File: config.mk
export PLATFORM = sky130hd
export DESIGN_NAME = dr_retry_ctrl
export DESIGN_NICKNAME = d
export VERILOG_FILES = /design/src/rtl/dr_pkg.sv /design/src/rtl/dr_attempt_cnt.sv /design/src/rtl/dr_resp_sel.sv /design/src/rtl/dr_retry_ctrl.sv
export SDC_FILE = /design/constraint.sdc
export NUM_CORES = 1
export LEC_CHECK = 0
export BUFFER_PORTS_ARGS = -buffer_cell sky130_fd_sc_hd__buf_4
export CAP_MARGIN = 10
export CELL_PAD_IN_SITES_DETAIL_PLACEMENT = 0
export CELL_PAD_IN_SITES_GLOBAL_PLACEMENT = 2
export CORE_ASPECT_RATIO = 1.4
export CORE_MARGIN = 2
export CORE_UTILIZATION = 33
export CTS_CLUSTER_DIAMETER = 200
export DETAILED_ROUTE_END_ITERATION = 6
export PLACE_DENSITY = 0.9
export SLEW_MARGIN = 20
export SYNTH_ARGS = -nofsm -noshare
export SYNTH_HDL_FRONTEND = slang
export SYNTH_SLANG_ARGS = --single-unit
File: constraint.sdc
create_clock -name clk -period 2.5 [get_ports clk]
set_clock_uncertainty 0.1 [all_clocks]
set_input_delay 0.375 -clock clk [delete_from_list [all_inputs] [get_ports clk]]
set_output_delay 0.375 -clock clk [all_outputs]
set_load 0.01 [all_outputs]
File: src/rtl/dr_pkg.sv
package dr_pkg;

   typedef enum logic [2:0] {
      ATT_NORMAL = 3'd0,
      ATT_RETRY  = 3'd1,
      ATT_DISC   = 3'd2,
      ATT_MABORT = 3'd3,
      ATT_TABORT = 3'd4
   } att_term_e;

   typedef enum logic [2:0] {
      RSP_NONE   = 3'd0,
      RSP_NORMAL = 3'd1,
      RSP_DISC   = 3'd2,
      RSP_TABORT = 3'd3,
      RSP_MABORT = 3'd4,
      RSP_NODATA = 3'd5
   } resp_e;

endpackage

File: src/rtl/dr_attempt_cnt.sv
// Counts fruitless attempts of the current request and flags the final allowed one.
module dr_attempt_cnt #(
   parameter int MAX_TRIES = 1 << 24
) (
   input  logic clk,
   input  logic rst_n,
   input  logic clear,
   input  logic bump,
   output logic last
);
   localparam int CNT_W  = (MAX_TRIES > 2) ? $clog2(MAX_TRIES) : 1;
   localparam bit POW2   = (MAX_TRIES & (MAX_TRIES - 1)) == 0;

   logic [CNT_W-1:0] cnt_q;

   always_ff @(posedge clk) begin
      if (!rst_n || clear) cnt_q <= '0;
      else if (bump)       cnt_q <= cnt_q + 1'b1;
   end

   generate
      if (POW2) begin : g_pow2
         // Final try when every counter bit is set.
         assign last = &cnt_q;
      end else begin : g_cmp
         assign last = (cnt_q == CNT_W'(MAX_TRIES - 1));
      end
   endgenerate

endmodule

File: src/rtl/dr_resp_sel.sv
// Classifies one attempt outcome and chooses the initiator response.
module dr_resp_sel
   import dr_pkg::*;
#(
   parameter int LEN_W = 8
) (
   input  logic [2:0]       term,
   input  logic [LEN_W-1:0] xfer,
   input  logic [LEN_W-1:0] len,
   input  logic             pref,
   output logic             again,
   output resp_e            code,
   output logic             tabort,
   output logic             mabort
);
   logic got_data;
   logic short_rd;

   assign got_data = (xfer != '0);
   assign short_rd = (xfer < len);

   always_comb begin
      again  = 1'b0;
      code   = RSP_NONE;
      tabort = 1'b0;
      mabort = 1'b0;
      case (att_term_e'(term))
         ATT_TABORT: begin
            code   = RSP_TABORT;
            tabort = 1'b1;
         end
         ATT_MABORT: begin
            code   = RSP_MABORT;
            mabort = 1'b1;
         end
         ATT_DISC: begin
            if (!got_data)     again = 1'b1;
            else if (short_rd) code  = RSP_DISC;
            else               code  = RSP_NORMAL;
         end
         ATT_NORMAL: begin
            if (!got_data)      again = 1'b1;
            else if (pref)      code  = short_rd ? RSP_DISC : RSP_NORMAL;
            else if (len > LEN_W'(1)) code = RSP_DISC;
            else                code  = RSP_NORMAL;
         end
         default: again = 1'b1;
      endcase
   end

endmodule

File: src/rtl/dr_retry_ctrl.sv
module dr_retry_ctrl
   import dr_pkg::*;
#(
   parameter int LEN_W     = 8,
   parameter int MAX_TRIES = 1 << 24
) (
   input  logic             clk,
   input  logic             rst_n,
   input  logic             req_valid,
   input  logic [LEN_W-1:0] req_len,
   input  logic             req_pref,
   input  logic             att_done,
   input  logic [2:0]       att_term,
   input  logic [LEN_W-1:0] att_xfer,
   output logic             reinit,
   output logic             busy,
   output logic             done,
   output logic [2:0]       resp,
   output logic             timeout,
   output logic             tgt_rx_tabort,
   output logic             tgt_rx_mabort,
   output logic             ini_tx_tabort
);

   generate
      if (LEN_W < 1) begin : g_bad_len
         $error("dr_retry_ctrl: LEN_W must be at least 1");
      end
      if (MAX_TRIES < 2) begin : g_bad_tries
         $error("dr_retry_ctrl: MAX_TRIES must be at least 2");
      end
   endgenerate

   typedef enum logic [1:0] {ST_IDLE, ST_ISSUE, ST_WAIT} st_e;

   st_e              st_q;
   logic [LEN_W-1:0] len_q;
   logic             pref_q;
   logic             again;
   resp_e            code;
   logic             sel_tab, sel_mab;
   logic             last_try;
   logic             accept, judge, fruitless, finish_data, finish_out;
   resp_e            resp_q;

   dr_resp_sel #(.LEN_W(LEN_W)) u_sel (
      .term   (att_term),
      .xfer   (att_xfer),
      .len    (len_q),
      .pref   (pref_q),
      .again  (again),
      .code   (code),
      .tabort (sel_tab),
      .mabort (sel_mab)
   );

   assign accept      = (st_q == ST_IDLE) && req_valid;
   assign judge       = (st_q == ST_WAIT) && att_done;
   assign fruitless   = judge && again;
   assign finish_data = judge && !again;
   assign finish_out  = fruitless && last_try;

   dr_attempt_cnt #(.MAX_TRIES(MAX_TRIES)) u_cnt (
      .clk   (clk),
      .rst_n (rst_n),
      .clear (accept),
      .bump  (fruitless),
      .last  (last_try)
   );

   always_ff @(posedge clk) begin
      if (!rst_n) begin
         len_q  <= '0;
         pref_q <= 1'b0;
      end else if (accept) begin
         len_q  <= req_len;
         pref_q <= req_pref;
      end
   end

   always_ff @(posedge clk) begin
      if (!rst_n) begin
         st_q <= ST_IDLE;
      end else begin
         case (st_q)
            ST_IDLE:  if (req_valid) st_q <= ST_ISSUE;
            ST_ISSUE: st_q <= ST_WAIT;
            ST_WAIT: begin
               if (finish_data || finish_out) st_q <= ST_IDLE;
               else if (fruitless)            st_q <= ST_ISSUE;
            end
            default:  st_q <= ST_IDLE;
         endcase
      end
   end

   always_ff @(posedge clk) begin
      if (!rst_n) begin
         done          <= 1'b0;
         timeout       <= 1'b0;
         tgt_rx_tabort <= 1'b0;
         tgt_rx_mabort <= 1'b0;
         ini_tx_tabort <= 1'b0;
         resp_q        <= RSP_NONE;
      end else begin
         done          <= finish_data || finish_out;
         timeout       <= finish_out;
         tgt_rx_tabort <= finish_data && sel_tab;
         ini_tx_tabort <= finish_data && sel_tab;
         tgt_rx_mabort <= finish_data && sel_mab;
         if (finish_out)       resp_q <= RSP_NODATA;
         else if (finish_data) resp_q <= code;
      end
   end

   assign reinit = (st_q == ST_ISSUE);
   assign busy   = (st_q != ST_IDLE);
   assign resp   = resp_q;

endmodule

==> results.py <==
metrics = {
    "power": {
        "p_seq_share_pct": 52.7,
        "power.internal_mw": 0.959,
        "switching_share_pct": 26.8,
        "clkPwrFrac_pct": 34.4,
        "p_leak_nw": 0.931,
        "p_switching_mw": 0.352,
        "pwr-share-comb_pct": 12.8,
        "ir_drop_mv": 0.202,
        "p_per_area_nw_per_um2": 496,
    },
    "placement": {
        "gp_congestion": 0.812,
        "port_buffers": 33,
        "dpl_worst_slack_ns": -0.0407,
        "dp_hpwl_um": 3860,
        "dpl.cell_count": 365,
    },
    "detailed_routing": {
        "drt-initial-drc-count": 76,
        "wl_met3_um": 217,
        "via_per_inst": 5.15,
        "wl_per_cell_um": 13.7,
        "met2_length_um": 2590,
        "wl_met1_um": 2160,
        "drc_errors": 0,
        "totalWireLength_um": 5100,
        "drtAntennaViolNets": 0,
        "drtPass1Iterations": 4,
        "top_layer_used": "met4",
        "vias": 1922,
    },
    "yosys": {
        "yosysWarnings": 0,
        "synthTopCellsByCount": "dfxtp_1, nand2_1, nor2_1, xnor2_1, a21oi_1",
        "ys_ff_latch": 42,
        "yosysSeqAreaShare_pct": 37.9,
        "ys.flop_type": "dfxtp_1",
        "synth_edf_count": 0,
        "synth.distinct_cells": 38,
        "synth.largest_area_cell": "dfxtp_1",
        "syn_nets": 297,
        "synth.area.top_cells": "dfxtp_1, xnor2_1, nand2_1",
        "yosysMostFrequentCell": "dfxtp_1",
        "synth_top_area_share_pct": 37.9,
        "async_flop_share_pct": 0,
        "syn_inst": 265,
        "syn-cell-area_um2": 2220,
        "avgSynthCellArea_um2": 8.37,
    },
    "clocking": {
        "cts_tree": "yes",
        "clock_sinks": 42,
        "cts_root_buf": "clkbuf_8",
        "ctsLongestPathBuffers": 2,
        "htreeDepth": 2,
        "cts_resized": 0,
        "holdBufCountCts": 0,
        "post_cts_buffers": 0,
        "cts_inserted_buffers": 5,
        "path_clk_slew_ns": 0.09,
        "clock_latency_ns": 0.30,
    },
    "finish": {
        "area_growth_pct": 19.2,
        "final_core_util_pct": 40.5,
        "post_route_cells_drive_above_1_share_pct": 20.4,
        "antenna_cells": 0,
        "instances_no_fill": 373,
        "nFillCells": 667,
        "layout.nets": 330,
    },
    "sta": {
        "slew_headroom_pct": 69.8,
        "finalCritPeriodShare_pct": 89.2,
        "max_freq_ghz": 0.449,
        "finalWorstSetupSlack_ns": 0.271,
        "rsz0062_at_grt": "false",
        "timing.hold.ws_ns": 0.182,
        "maxSlewViolCount": 0,
        "setup_viol": 0,
        "hold_violations": 0,
        "setup-tns-final_ns": 0,
        "period_needed_ns": 2.23,
        "worst-slew-pin-transition_ns": 0.452,
    },
    "critical_path": {
        "path_cells": "buf_4 -> or4_4 -> o41a_4 -> buf_12 -> nor4_1 -> xnor2_1 -> nor2_1",
        "rr_startpoint": "u_cnt.cnt_q[10]$_SDFFE_PP0P_",
        "arrival_ns": 2.32,
        "worst_path_max_delay_cell": "or4_4",
        "worstPathMaxFanout": 21,
        "cp-end-kind": "flop",
        "critPathRequiredTime_ns": 2.59,
        "cp-start-kind": "input pin",
        "cpPeakStageDelay_ns": 0.53,
        "crit_type": "in2reg",
        "startpoint": "att_xfer[4]",
    },
    "die": {
        "die_w_um": 73.3,
        "die_height_um": 101,
        "core.rowCount": 35,
        "dieArea_um2": 7400,
        "coreArea_um2": 6530,
        "io_pins": 34,
        "start_util_pct": 34.0,
    },
    "global_routing": {
        "antenna_found_initial": 0,
        "grt_max_degree": 22,
        "grt-ovfl-total": 0,
        "grt_pass1_wl_um": 8710,
        "grt_pass1_vias": 1934,
        "grt_usage_pct": 14.9,
    },
    "flow_run": {
        "max_cap_violations": 0,
    },
    "worst_hold_path": {
        "hold_class": "in2reg",
        "worstHoldStart": "att_term[2]",
    },
    "outcome": {
        "status": "completed",
    },
}
worst paths after layout:
kind | end | slack [ns] | depth (start not counted)
hold reg to reg | len_q[0]$_SDFFE_PN0P_ | 0.36 | 2
hold / removal | tgt_rx_mabort$_SDFF_PN0_ | 0.18 | 2
setup / recovery | u_cnt.cnt_q[21]$_SDFFE_PP0P_ | 0.27 | 7
setup reg to reg | u_cnt.cnt_q[20]$_SDFFE_PP0P_ | 0.63 | 5
power by group through the flow:
stage	combinational, mW	sequential [mW]	clock, mW
finish	0.168	0.691	0.452
global placement	0.169	0.707	0
global route	0.189	0.693	0.496
CTS	0.171	0.692	0.468
detailed placement	0.170	0.707	0
floorplan	0.0973	0.705	0
cells in the final DEF (no fill, tap or decap), types with 3 or more instances in the layout:
cell,count
a21oi_1,18
and2_1,6
and4_1,5
buf_4,39
clkbuf_8,5
dfxtp_1,42
ha_1,8
inv_1,13
mux2i_1,3
nand2_1,36
nand3_1,6
nand4_1,12
nor2_1,34
nor3_1,4
nor4_1,12
nor4_2,7
xnor2_1,21
critical path: cells and delay by family:
family,cells,cell delay [ns]
and+or+nand+nor,3,0.98
AOI/OAI and AO/OA,1,0.50
xor gates and xnor gates,1,0.17
buffers and inverters,2,0.29
area by class of cell:
type	instances	area, um^2	share of cell area (%)
multi-input cells	196	1260	47.5
well taps	74	92.6	3.50
repair buffers	40	313	11.8
clock inverters	3	25.0	0.946
inverters	13	48.8	1.84
flip-flops and latches	42	841	31.8
clock buffers	5	68.8	2.60
per-stage QoR:
step | total power [mW] | cell area [um^2]
floorplan | 0.802 | 2220
global placement | 0.876 | 2550
detailed placement | 0.877 | 2550
CTS | 1.33 | 2650
global route | 1.38 | 2650
finish | 1.31 | 2650
cell families after synthesis:
family                   Yosys count  share of synthesized area (%)
AO/OA/AOI/OAI                     30                           8.97
XOR/XNOR                          21                           8.29
adder cells (fa/ha/maj)            8                           4.51
buffers and inverters             27                           5.47
flip-flops                        42                           37.9
multiplexers                       3                           1.35
AND/OR/NAND/NOR                  134                           33.5
state kept, by name, summed over array words and instances (netlist names):
signal / flops
ini_tx_tabort: 1
pref_q: 1
tgt_rx_mabort: 1
timeout: 1
resp: 3
st_q: 2
done: 1
u_cnt.cnt_q: 24
len_q: 8
per-layer routing:
metal	GRT usage [%]	vias to the layer above
li1	-	994
met1	17.1	874
met2	26.5	42
met3	2.90	12
met4	5.87	0
met5	0	-
Power figures use the tool's default switching activity.
